### src/rtl/irq_coalescer.sv
module irq_coalescer #(
  parameter int NSETS  = 17,
  parameter int VEC_ID = 1,
  parameter int CNT_W  = 8,
  parameter int MBOX_W = 32,
  parameter int SET_W  = $clog2(NSETS)
) (
  input  logic              clk,
  input  logic              rst_n,
  input  logic              rx_done,
  input  logic              tx_done,
  input  logic              tick,
  input  logic              mbox_we,
  input  logic [MBOX_W-1:0] mbox_data,
  input  logic              cfg_we,
  input  logic [SET_W-1:0]  cfg_set,
  input  logic [2:0]        cfg_sel,
  input  logic [CNT_W-1:0]  cfg_data,
  input  logic              per_vector,
  input  logic              upd_ack,
  output logic              upd_req,
  output logic              irq
);
  localparam int NREG  = NSETS * 6;
  localparam int IDX_W = $clog2(NREG);
  localparam logic [CNT_W-1:0] CMAX = '1;

  logic [CNT_W-1:0] thr_q [NREG];
  logic [CNT_W-1:0] rx_cnt, tx_cnt, rx_tk, tx_tk;
  logic             in_di;

  logic [IDX_W-1:0] wr_idx, base;
  assign wr_idx = IDX_W'(int'(cfg_set) * 6 + int'(cfg_sel));
  assign base   = per_vector ? IDX_W'(VEC_ID * 6) : '0;

  always_ff @(posedge clk) begin
    if (!rst_n) begin
      for (int i = 0; i < NREG; i++) thr_q[i] <= '0;
    end else if (cfg_we && int'(cfg_set) < NSETS && cfg_sel < 3'd6) begin
      thr_q[wr_idx] <= cfg_data;
    end
  end

  logic [CNT_W-1:0] t_rx_tk, t_tx_tk, t_rx_lim, t_tx_lim;
  assign t_rx_tk  = thr_q[base];
  assign t_tx_tk  = thr_q[base + IDX_W'(1)];
  assign t_rx_lim = in_di ? thr_q[base + IDX_W'(4)] : thr_q[base + IDX_W'(2)];
  assign t_tx_lim = in_di ? thr_q[base + IDX_W'(5)] : thr_q[base + IDX_W'(3)];

  logic rx_pend, tx_pend, hit, enter, leave, fire, done;
  assign rx_pend = rx_cnt != '0;
  assign tx_pend = tx_cnt != '0;
  assign hit = (t_rx_lim != '0 && rx_cnt >= t_rx_lim)
            || (t_tx_lim != '0 && tx_cnt >= t_tx_lim)
            || (t_rx_tk  != '0 && rx_pend && rx_tk >= t_rx_tk)
            || (t_tx_tk  != '0 && tx_pend && tx_tk >= t_tx_tk);
  assign enter = mbox_we && mbox_data != '0;
  assign leave = mbox_we && mbox_data == '0 && in_di;
  assign fire  = !upd_req && (hit || (leave && (rx_pend || tx_pend)));
  assign done  = upd_req && upd_ack;

  always_ff @(posedge clk) begin
    if (!rst_n) begin
      rx_cnt <= '0; tx_cnt <= '0; rx_tk <= '0; tx_tk <= '0;
    end else if (done) begin
      rx_cnt <= CNT_W'(rx_done);
      tx_cnt <= CNT_W'(tx_done);
      rx_tk  <= '0;
      tx_tk  <= '0;
    end else begin
      if (rx_done && rx_cnt != CMAX) rx_cnt <= rx_cnt + 1'b1;
      if (tx_done && tx_cnt != CMAX) tx_cnt <= tx_cnt + 1'b1;
      if (tick && rx_pend && rx_tk != CMAX) rx_tk <= rx_tk + 1'b1;
      if (tick && tx_pend && tx_tk != CMAX) tx_tk <= tx_tk + 1'b1;
    end
  end

  always_ff @(posedge clk) begin
    if (!rst_n) begin
      upd_req <= 1'b0;
      in_di   <= 1'b0;
      irq     <= 1'b0;
    end else begin
      upd_req <= upd_req ? !upd_ack : fire;
      if (enter)      in_di <= 1'b1;
      else if (leave) in_di <= 1'b0;
      if (enter)                          irq <= 1'b0;
      else if (fire && (!in_di || leave)) irq <= 1'b1;
    end
  end

  assert_req_held_R10: assert property (@(posedge clk) disable iff (!rst_n)
    upd_req && !upd_ack |=> upd_req);
  assert_masked_low_R6: assert property (@(posedge clk) disable iff (!rst_n)
    in_di |-> !irq);
  assert_mbox_masks_R4: assert property (@(posedge clk) disable iff (!rst_n)
    enter |=> in_di && !irq);
  assert_ack_clears_R7: assert property (@(posedge clk) disable iff (!rst_n)
    done && !rx_done && !tx_done |=> rx_cnt == '0 && tx_cnt == '0);
  assert_ack_keeps_event_R11: assert property (@(posedge clk) disable iff (!rst_n)
    done && rx_done |=> rx_cnt == CNT_W'(1));
  assert_tx_every_R3: assert property (@(posedge clk) disable iff (!rst_n)
    thr_q[base + IDX_W'(3)] == CNT_W'(1) && !in_di && tx_pend && !upd_req |=> upd_req);
endmodule

### config.mk
export PLATFORM = sky130hd
export DESIGN_NAME = irq_coalescer
export DESIGN_NICKNAME = d
export VERILOG_FILES = /design/src/rtl/irq_coalescer.sv
export SDC_FILE = /design/constraint.sdc
export NUM_CORES = 1
export LEC_CHECK = 0
export CORE_ASPECT_RATIO = 0.6
export CORE_MARGIN = 5
export CORE_UTILIZATION = 43
export CTS_CLUSTER_SIZE = 14
export DETAILED_ROUTE_END_ITERATION = 10
export GPL_TIMING_DRIVEN = 0
export PLACE_DENSITY = 0.65
export SLEW_MARGIN = 0
export SYNTH_ARGS = -nofsm -noshare
export SYNTH_HDL_FRONTEND = slang
export SYNTH_SLANG_ARGS = --single-unit
### constraint.sdc
create_clock -name clk -period 4.3 [get_ports clk]
set_input_delay 1.29 -clock clk [delete_from_list [all_inputs] [get_ports clk]]
set_output_delay 1.29 -clock clk [all_outputs]
set_load 0.02 [all_outputs]
; ---- Yosys cells after proc, flatten, opt, wreduce, memory -nomap -nowiden
; Memories as Yosys holds them, arrays and structs flattened.
; Index checks and enable logic that the tools add are counted.
[op_classes]
n_lt_le_gt_ge = 6
n_bitwise = 1
reduce_logical = 44
n_mul = 1
n_mux = 17
n_addsub = 10
eq_ne = 4
[ops]
columns = operator, count
row1 = 8-bit nonzero test, 6
row2 = 8-bit by 1-bit adder with 8-bit output (second input constant), 4
row3 = 8-bit >= comparator, 4
row4 = 32-bit zero test, 1
row5 = 8-bit != test (second input constant), 4
row6 = 32-bit nonzero test, 1
row7 = 8-bit 2-to-1 mux, 3
row8 = 1-bit logical AND, 21
row9 = 1-bit 2-to-1 mux, 12
row10 = 3-bit by 2-bit adder with 4-bit output (second input constant), 2
row11 = 3-bit by 3-bit adder with 4-bit output (second input constant), 2
row12 = 8-bit OR reduction, 1
row13 = 7-bit by 3-bit adder with 7-bit output, 1
row14 = 7-bit 2-to-1 mux, 1
row15 = 1-bit logical OR, 6
row16 = 5-bit by 2-bit multiplier with 6-bit output (second input constant), 1
row17 = 2-bit nonzero test, 3
row18 = 5-bit < comparator (second input constant), 1
row19 = 3-bit by 1-bit adder with 4-bit output (second input constant), 1
row20 = 2-bit OR reduction, 2
row21 = 1-bit zero test, 3
row22 = 3-bit < comparator (second input constant), 1
row23 = 3-bit 2-to-1 mux, 1
row24 = 1-bit NOT, 1
[word_totals]
memories = 1
mem_bits_rw = 816
output_inout_bits = 2
ff_bits = 35
word_cells = 93
[mem_list]
columns = name, depth, width, rd, rd_ports_with_merged_regs, wr, line_no
row1 = thr_q, 102, 8, 6, 0, 102, 28  ; logic [CNT_W-1:0] thr_q [NREG];

; ---- Depth between registers and ports, before layout
; Gate-level depths: netlist of the first run.
; An unclocked memory read counts as a cell.
[depth]
depth_word = 12
ltp_mapped = 11

; ---- Least setup slack after synthesis of the first run
; No wires, ideal clock.
[synth_path]
path_type = input -> register
from = input port cfg_set[0]
to = memory thr_q[0][0], enable pin
t_arrival_ps = 3759
required_time_ps = 3916
slack_ps = 157
stages = 10
path_cell_list = ha_1 > fa_1 > xor2_1 > and3_2 > o21ai_0 > or3_1 > buf_6 > and2_4 > buf_6 > o21ai_0
[synth_rtl]
columns = element, line_no
row1 = "start, declared", 16  ; input logic [SET_W-1:0] cfg_set,
row2 = "end, declared", 28

==> flow_metrics.tcl, run 1 <==
set metrics [dict create \
    route.detailed.drc 0 \
    finalCriticalPeriod_ns 4.24 \
    syn-cell-area_um2 7190 \
    ir_drop_mv 0.258 \
    viasPerCell 5.50 \
    place_congestion 0.893 \
    die_w_um 177 \
    first_global_vias 5322 \
    first_pass_iters 6 \
    track_usage_pct 19.6 \
    drtIter0Drc 477 \
    syn2layout_area_growth_pct 22.2 \
    startpoint_type "primary input" \
    grt_pass1_wl_um 29100 \
    utilization_pct 53.9 \
    status "finished clean" \
    cap_violations 0 \
    synth_edf_count 96 \
    ioPinCount 59 \
    rows 36 \
    syn_avg_cell_area_um2 11.3 \
    hold_path_class "reg -> reg" \
    power.density_nw_per_um2 369 \
    critPathMaxStageDelay_ns 0.66 \
    critPathArrivalTime_ns 4.42 \
    port_buffers 57 \
    cts_tree "built" \
    relSlewSlack_pct 16.9 \
    ys_seq_area_share_pct 49.8 \
    clock_sinks 131 \
    diodes 0 \
    finalClockSkew_ns 0.00906 \
    yosysWarnings 0 \
    finalSetupViolCount 0 \
    clock_latency_ns 0.43 \
    fmax_ghz 0.236 \
    critPathRequiredTime_ns 4.48 \
    holdWs_ns 0.532 \
    antenna_found_initial 0 \
    endpoint_kind "flop" \
    crit_fanout 8 \
    synth-main-ff-cell "edfxtp_1" \
    core_um2 16300 \
    routed_wirelength_um 18300 \
    synthArstFlopShare_pct 0 \
    hold_buffers 0 \
    path_buf_inv 1 \
    vias 5278 \
    crit_type "in -> reg" \
    critical_path.top_delay_family "simple AND/OR/NAND/NOR gates" \
    cp_slowest_cell "o211ai_1" \
    tns_ns 0 \
    ys_ff_latch 131 \
    slew_violations 0 \
    syn-num-nets 740 \
    htree_levels 4 \
    cts_made_buffers 17 \
    routedWlPerCell_um 19.1 \
    path_clk_slew_ns 0.06 \
    die_height_um 110 \
    worstPathCellList "clkdlybuf4s50_1, ha_1, fa_1, xor2_1, and3_2, o211a_1, o211ai_1, nor2_1, and2_1" \
    ant_nets 0 \
    start_util_pct 44.1 \
    fin_nets 823 \
    synth_cell_types 52 \
    tightest_slew_ns 1.22 \
    hold_violations 0 \
    rsz0062_at_grt "yes" \
    hpwlAfterDp_um 13700 \
    drive_above_1_share_pct 11.9 \
    die_area_um2 19500 \
    syn_inst 635 \
    grt_max_degree 17 \
    cts_root_buf "clkbuf_16" \
    period_share_pct 98.6 \
    clock_path_buffers 2 \
    p_leak_nw 3.33 \
    grt_overflow 0 \
]
-- worst register-to-register path, cell delays in order (launching register included) --
cell,delay [ns]
dfxtp_1,0.31
clkbuf_1,0.47
clkbuf_1,0.59
mux4_2,0.47
inv_1,0.08
ha_1,0.24
a21o_1,0.17
a21oi_1,0.20
o31ai_1,0.10
a22oi_1,0.21
a31oi_1,0.12
-- cells by family after synthesis --
logic type      share of synthesized area, %
buf+inv                                 3.10
mux                                     7.55
flops                                   49.8
compound gates                          7.95
simple gates                            19.7
xor+xnor                                3.29
fa+ha+maj                               8.56
-- cells in the final DEF (no fill, tap or decap), types with 16 or more instances in the layout --
master | synthesis | routed
mux4_2 | 16 | 16
inv_1 | 33 | 33
clkdlybuf4s50_1 | 0 | 57
xor2_1 | 16 | 16
ha_1 | 46 | 46
and2_1 | 100 | 100
nor2_1 | 41 | 41
dfxtp_1 | 35 | 35
clkbuf_16 | 0 | 17
nor4_1 | 22 | 22
nand2_1 | 30 | 30
a21oi_1 | 22 | 21
nand3_1 | 16 | 16
mux2i_1 | 16 | 16
edfxtp_1 | 96 | 96
-- synthesized netlist by cell type (all sizes together) (4+ instances only) --
library cell,count,area share [%]
a211oi,6,0.80
a21oi,23,1.7
clkbuf,15,0.78
o21ai,20,1.4
nand2b,8,0.70
nor3,5,0.35
ha,46,8.0
nor2,41,2.1
a2111oi,4,0.49
and3,6,0.54
mux2i,16,2.2
a21o,7,0.73
mux4,16,5.0
buf,6,0.59
nand4,14,1.2
and2,101,8.8
xnor2,11,1.3
edfxtp,96,40
inv,33,1.7
nand2,30,1.6
nor4,22,1.9
dfxtp,35,9.7
or3,7,0.61
xor2,16,1.9
nand3,16,1.1
-- layout make-up --
| cell class | count | area, um2 |
|---|---|---|
| timing repair buffer | 64 | 623 |
| sequential | 131 | 3580 |
| multi-input combinational | 450 | 3500 |
| tap | 228 | 285 |
| inverter | 33 | 124 |
| clock buffer | 17 | 425 |
| fill | 1417 | 7520 |
| clock inverter | 15 | 139 |
| buffer | 21 | 101 |
-- through the flow --
stage / total power [W] / instances / worst slack [ns] / area [um2]
after detailed placement: 0.00184 / 921 / -1.02 / 8050
after CTS: 0.00323 / 953 / -0.149 / 8660
final: 0.00324 / 959 / 0.0612 / 8790
after floorplan: 0.00168 / 635 / 0.157 / 7190
after global placement: 0.00182 / 920 / -0.885 / 8050
after global routing: 0.00335 / 959 / -0.0745 / 8790
-- registers in the layout (all words and copies together) (netlist names) --
name     cells
upd_req      1
irq          1
rx_cnt       8
tx_tk        8
rx_tk        8
tx_cnt       8
in_di        1
thr_q       96
-- report_power, final --
group          switching [W]  internal [W]
sequential         0.0000301       0.00141
combinational       0.000221      0.000172
clock               0.000642      0.000765
-- routing by layer --
layer / routed length (um) / global-route usage [%] / up-vias
met5: 0 / 0 / -
met4: 189 / 5.57 / 0
met3: 1360 / 4.40 / 17
met2: 7790 / 29.7 / 197
met1: 8960 / 28.6 / 2568
li1: - / - / 2496
-- path summary, 6_finish.rpt --
kind,slack [ns],end,depth (start not counted),start
max,0.06,thr_q[8][7],9,cfg_set[1]
min,0.53,tx_cnt[1],2,tx_cnt[1]
max reg2reg,1.22,irq,10,in_di
min reg2reg,0.53,tx_cnt[1],2,tx_cnt[1]
-- what timing repair did --
item / CTS / global route
endpoints found under the setup margin: 92 / 103
buffers inserted: 0 / 6
pin swaps: 0 / 4
gates resized for setup: 18 / 16
(Power assumes the default switching activity.)
==> run 2, diff against run 1 <==
--- a/config.mk
+++ b/config.mk
@@ -12,7 +12,6 @@
 export DETAILED_ROUTE_END_ITERATION = 10
 export GPL_TIMING_DRIVEN = 0
 export PLACE_DENSITY = 0.65
-export SLEW_MARGIN = 0
 export SYNTH_ARGS = -nofsm -noshare
 export SYNTH_HDL_FRONTEND = slang
 export SYNTH_SLANG_ARGS = --single-unit
==> results of run 2 <==
No change in the layout: final DEF, timing and power equal those of run 1.
==> run 3, diff against run 2 <==
--- a/config.mk
+++ b/config.mk
@@ -7,11 +7,11 @@
 export LEC_CHECK = 0
 export CORE_ASPECT_RATIO = 0.6
 export CORE_MARGIN = 5
-export CORE_UTILIZATION = 43
+export CORE_UTILIZATION = 30
 export CTS_CLUSTER_SIZE = 14
 export DETAILED_ROUTE_END_ITERATION = 10
 export GPL_TIMING_DRIVEN = 0
-export PLACE_DENSITY = 0.65
+export PLACE_DENSITY = 0.49
 export SYNTH_ARGS = -nofsm -noshare
 export SYNTH_HDL_FRONTEND = slang
 export SYNTH_SLANG_ARGS = --single-unit
==> run 3 against run 2 <==
  * Clock skew rose by 0.0013 ns
  * Clock-buffer cell count grew 1
  * Critical path type unchanged
  * Sequential cell count unchanged
  * Largest power group unchanged
==> flow_metrics.tcl, run 3 (synthesis results as in run 1) <==
set metrics [dict create \
    critPathArrivalTime_ns 4.25 \
    clock_latency_ns 0.42 \
    power.density_nw_per_um2 363 \
    crit_fanout 9 \
    endpoint_kind "flop" \
    switching_share_pct 26.0 \
    rrSetupSlack_ns 1.24 \
    min_to "tx_cnt[1]" \
    routed_wirelength_um 18700 \
    fmax_ghz 0.239 \
    p_int_w 0.00238 \
    p_switching_w 0.000837 \
    crit_type "in -> reg" \
    cp_slowest_cell "clkdlybuf4s50_1" \
    place_congestion 0.960 \
    fin_nets 823 \
    grt_overflow 0 \
    die_height_um 130 \
    largest_register_ffs 96 \
    rsz0062_at_grt "no" \
    power_frac_comb_pct 12.2 \
    cts_root_buf "clkbuf_16" \
    drive_above_1_share_pct 11.6 \
    die_w_um 210 \
    antenna_found_initial 0 \
    first_global_vias 5040 \
    period_share_pct 97.2 \
    slew_violations 0 \
    route.detailed.drc 0 \
    p_clk_share_pct 43.1 \
    grt_pass1_wl_um 29100 \
    final_cell_mix "100 x and2_1, 96 x edfxtp_1, 57 x clkdlybuf4s50_1, 46 x ha_1, 41 x nor2_1" \
    hold_path_startpoint "tx_cnt[1]" \
    ioPinCount 59 \
    hold_violations 0 \
    critPathMaxStageDelay_ns 0.50 \
    vias 5140 \
    nFillCells 2274 \
    path_buf_inv 5 \
    hold_buffers 0 \
    ir_drop_mv 0.195 \
    hold_path_class "reg -> reg" \
    critical_path.top_delay_family "buffers and inverters" \
    fin_area_um2 8880 \
    cap_violations 0 \
    cts_tree "built" \
    relSlewSlack_pct 27.2 \
    post_dp_cell_area_um2 8170 \
    viasPerCell 4.91 \
    syn2layout_area_growth_pct 23.5 \
    ant_nets 0 \
    clock_path_buffers 2 \
    rows 43 \
    largest-register "thr_q" \
    reg2reg_from "in_di" \
    start_util_pct 30.8 \
    port_buffers 57 \
    drtIter0Drc 397 \
    startpoint "cfg_set[1]" \
    grt_max_degree 17 \
    layout_commonest_cell "and2_1" \
    worstReg2RegEnd "upd_req" \
    finalCriticalPeriod_ns 4.18 \
    status "finished clean" \
    path_clk_slew_ns 0.06 \
    core_um2 23300 \
    finalClockSkew_ns 0.0104 \
    startpoint_type "primary input" \
    power_w 0.00322 \
    htree_levels 4 \
    critPathRequiredTime_ns 4.37 \
    worstPathCellList "clkdlybuf4s50_1, ha_1, inv_1, fa_1, inv_1, and3_2, o21ai_0, or3_1, buf_6, and2_4, buf_6, o21ai_2" \
    routedWlPerCell_um 17.9 \
    r2r_cells 10 \
    die_area_um2 27300 \
    hold_depth 2 \
    p_seq_share_pct 44.7 \
    track_usage_pct 13.9 \
    clock_sinks 131 \
    tns_ns 0 \
    cts_made_buffers 17 \
    first_pass_iters 5 \
    hpwlAfterDp_um 14400 \
    tightest_slew_ns 1.06 \
    finalSetupViolCount 0 \
    p_leak_nw 3.32 \
]
==> run 3: changes by cell type in the layout (fill, tap and decap cells not counted), moves of 2 or more <==
cell	previous run	this run
o21ai_4	7	4
o21ai_1	0	2
inv_6	3	5
inv_8	6	0
==> run 3: area by class of cell <==
class | count | area, um2 | share of cell area (%)
Timing Repair Buffer | 64 | 623 | 7.02
Sequential cell | 131 | 3580 | 40.4
Tap cell | 315 | 394 | 4.44
Clock inverter | 14 | 128 | 1.44
Antenna cell | 1 | 2.50 | 0.0282
Inverter | 33 | 124 | 1.40
Buffer | 21 | 101 | 1.14
Multi-Input combinational cell | 450 | 3490 | 39.3
Clock buffer | 18 | 429 | 4.83
==> run 3: repair_timing <==
item	CTS	global route
endpoints found under the setup margin	83	67
resized for setup	19	12
setup buffers	0	5
endpoints found under the hold margin	0	0
pin swaps	0	5
==> run 3: worst max-delay path by stage <==
stage	slack, ns	depth (start not counted)	endpoint
after global placement	-1.07	11	thr_q[5][2]
after floorplan	0.16	10	thr_q[0][0]
after detailed placement	-1.04	11	thr_q[4][2]
after global routing	0.01	11	thr_q[0][1]
final	0.12	12	thr_q[0][4]
after CTS	-0.004	8	thr_q[10][2]
==> run 3: metal layers <==
| metal | wire (um) | vias up | part of all wire (%) | global-route usage (%) |
|---|---|---|---|---|
| met5 | 0 | - | 0 | 0 |
| met3 | 1100 | 15 | 5.9 | 3.60 |
| met4 | 180 | 0 | 0.96 | 3.22 |
| li1 | - | 2496 | - | - |
| met2 | 7320 | 154 | 39 | 19.6 |
| met1 | 10100 | 2475 | 54 | 21.4 |
==> run 3: worst min-delay path: stages (launching register included) <==
cell	delay [ns]
dfxtp_1	0.35
nand2_1	0.07
a21oi_1	0.06
==> run 3: power by group through the flow <==
stage | registers [W] | logic, W | clock network, W
2_1_floorplan | 0.00145 | 0.000231 | 0
3_3_place_gp | 0.00146 | 0.000367 | 0
3_5_place_dp | 0.00147 | 0.000377 | 0
4_1_cts | 0.00144 | 0.000387 | 0.00141
5_1_grt | 0.00144 | 0.000434 | 0.00147
6_report | 0.00144 | 0.000392 | 0.00139
==> run 3: per-stage QoR <==
step / cells / utilization [%] / hold slack, ns / worst slack (ns)
finish: 1047 / 38.0 / 0.529 / 0.120
floorplan: 635 / - / 0.482 / 0.157
detailed placement: 1009 / 35.0 / 0.526 / -1.04
CTS: 1041 / 37.6 / 0.533 / -0.00386
global route: 1046 / 38.0 / 0.565 / 0.0141
global placement: 1007 / 34.9 / 0.514 / -1.07
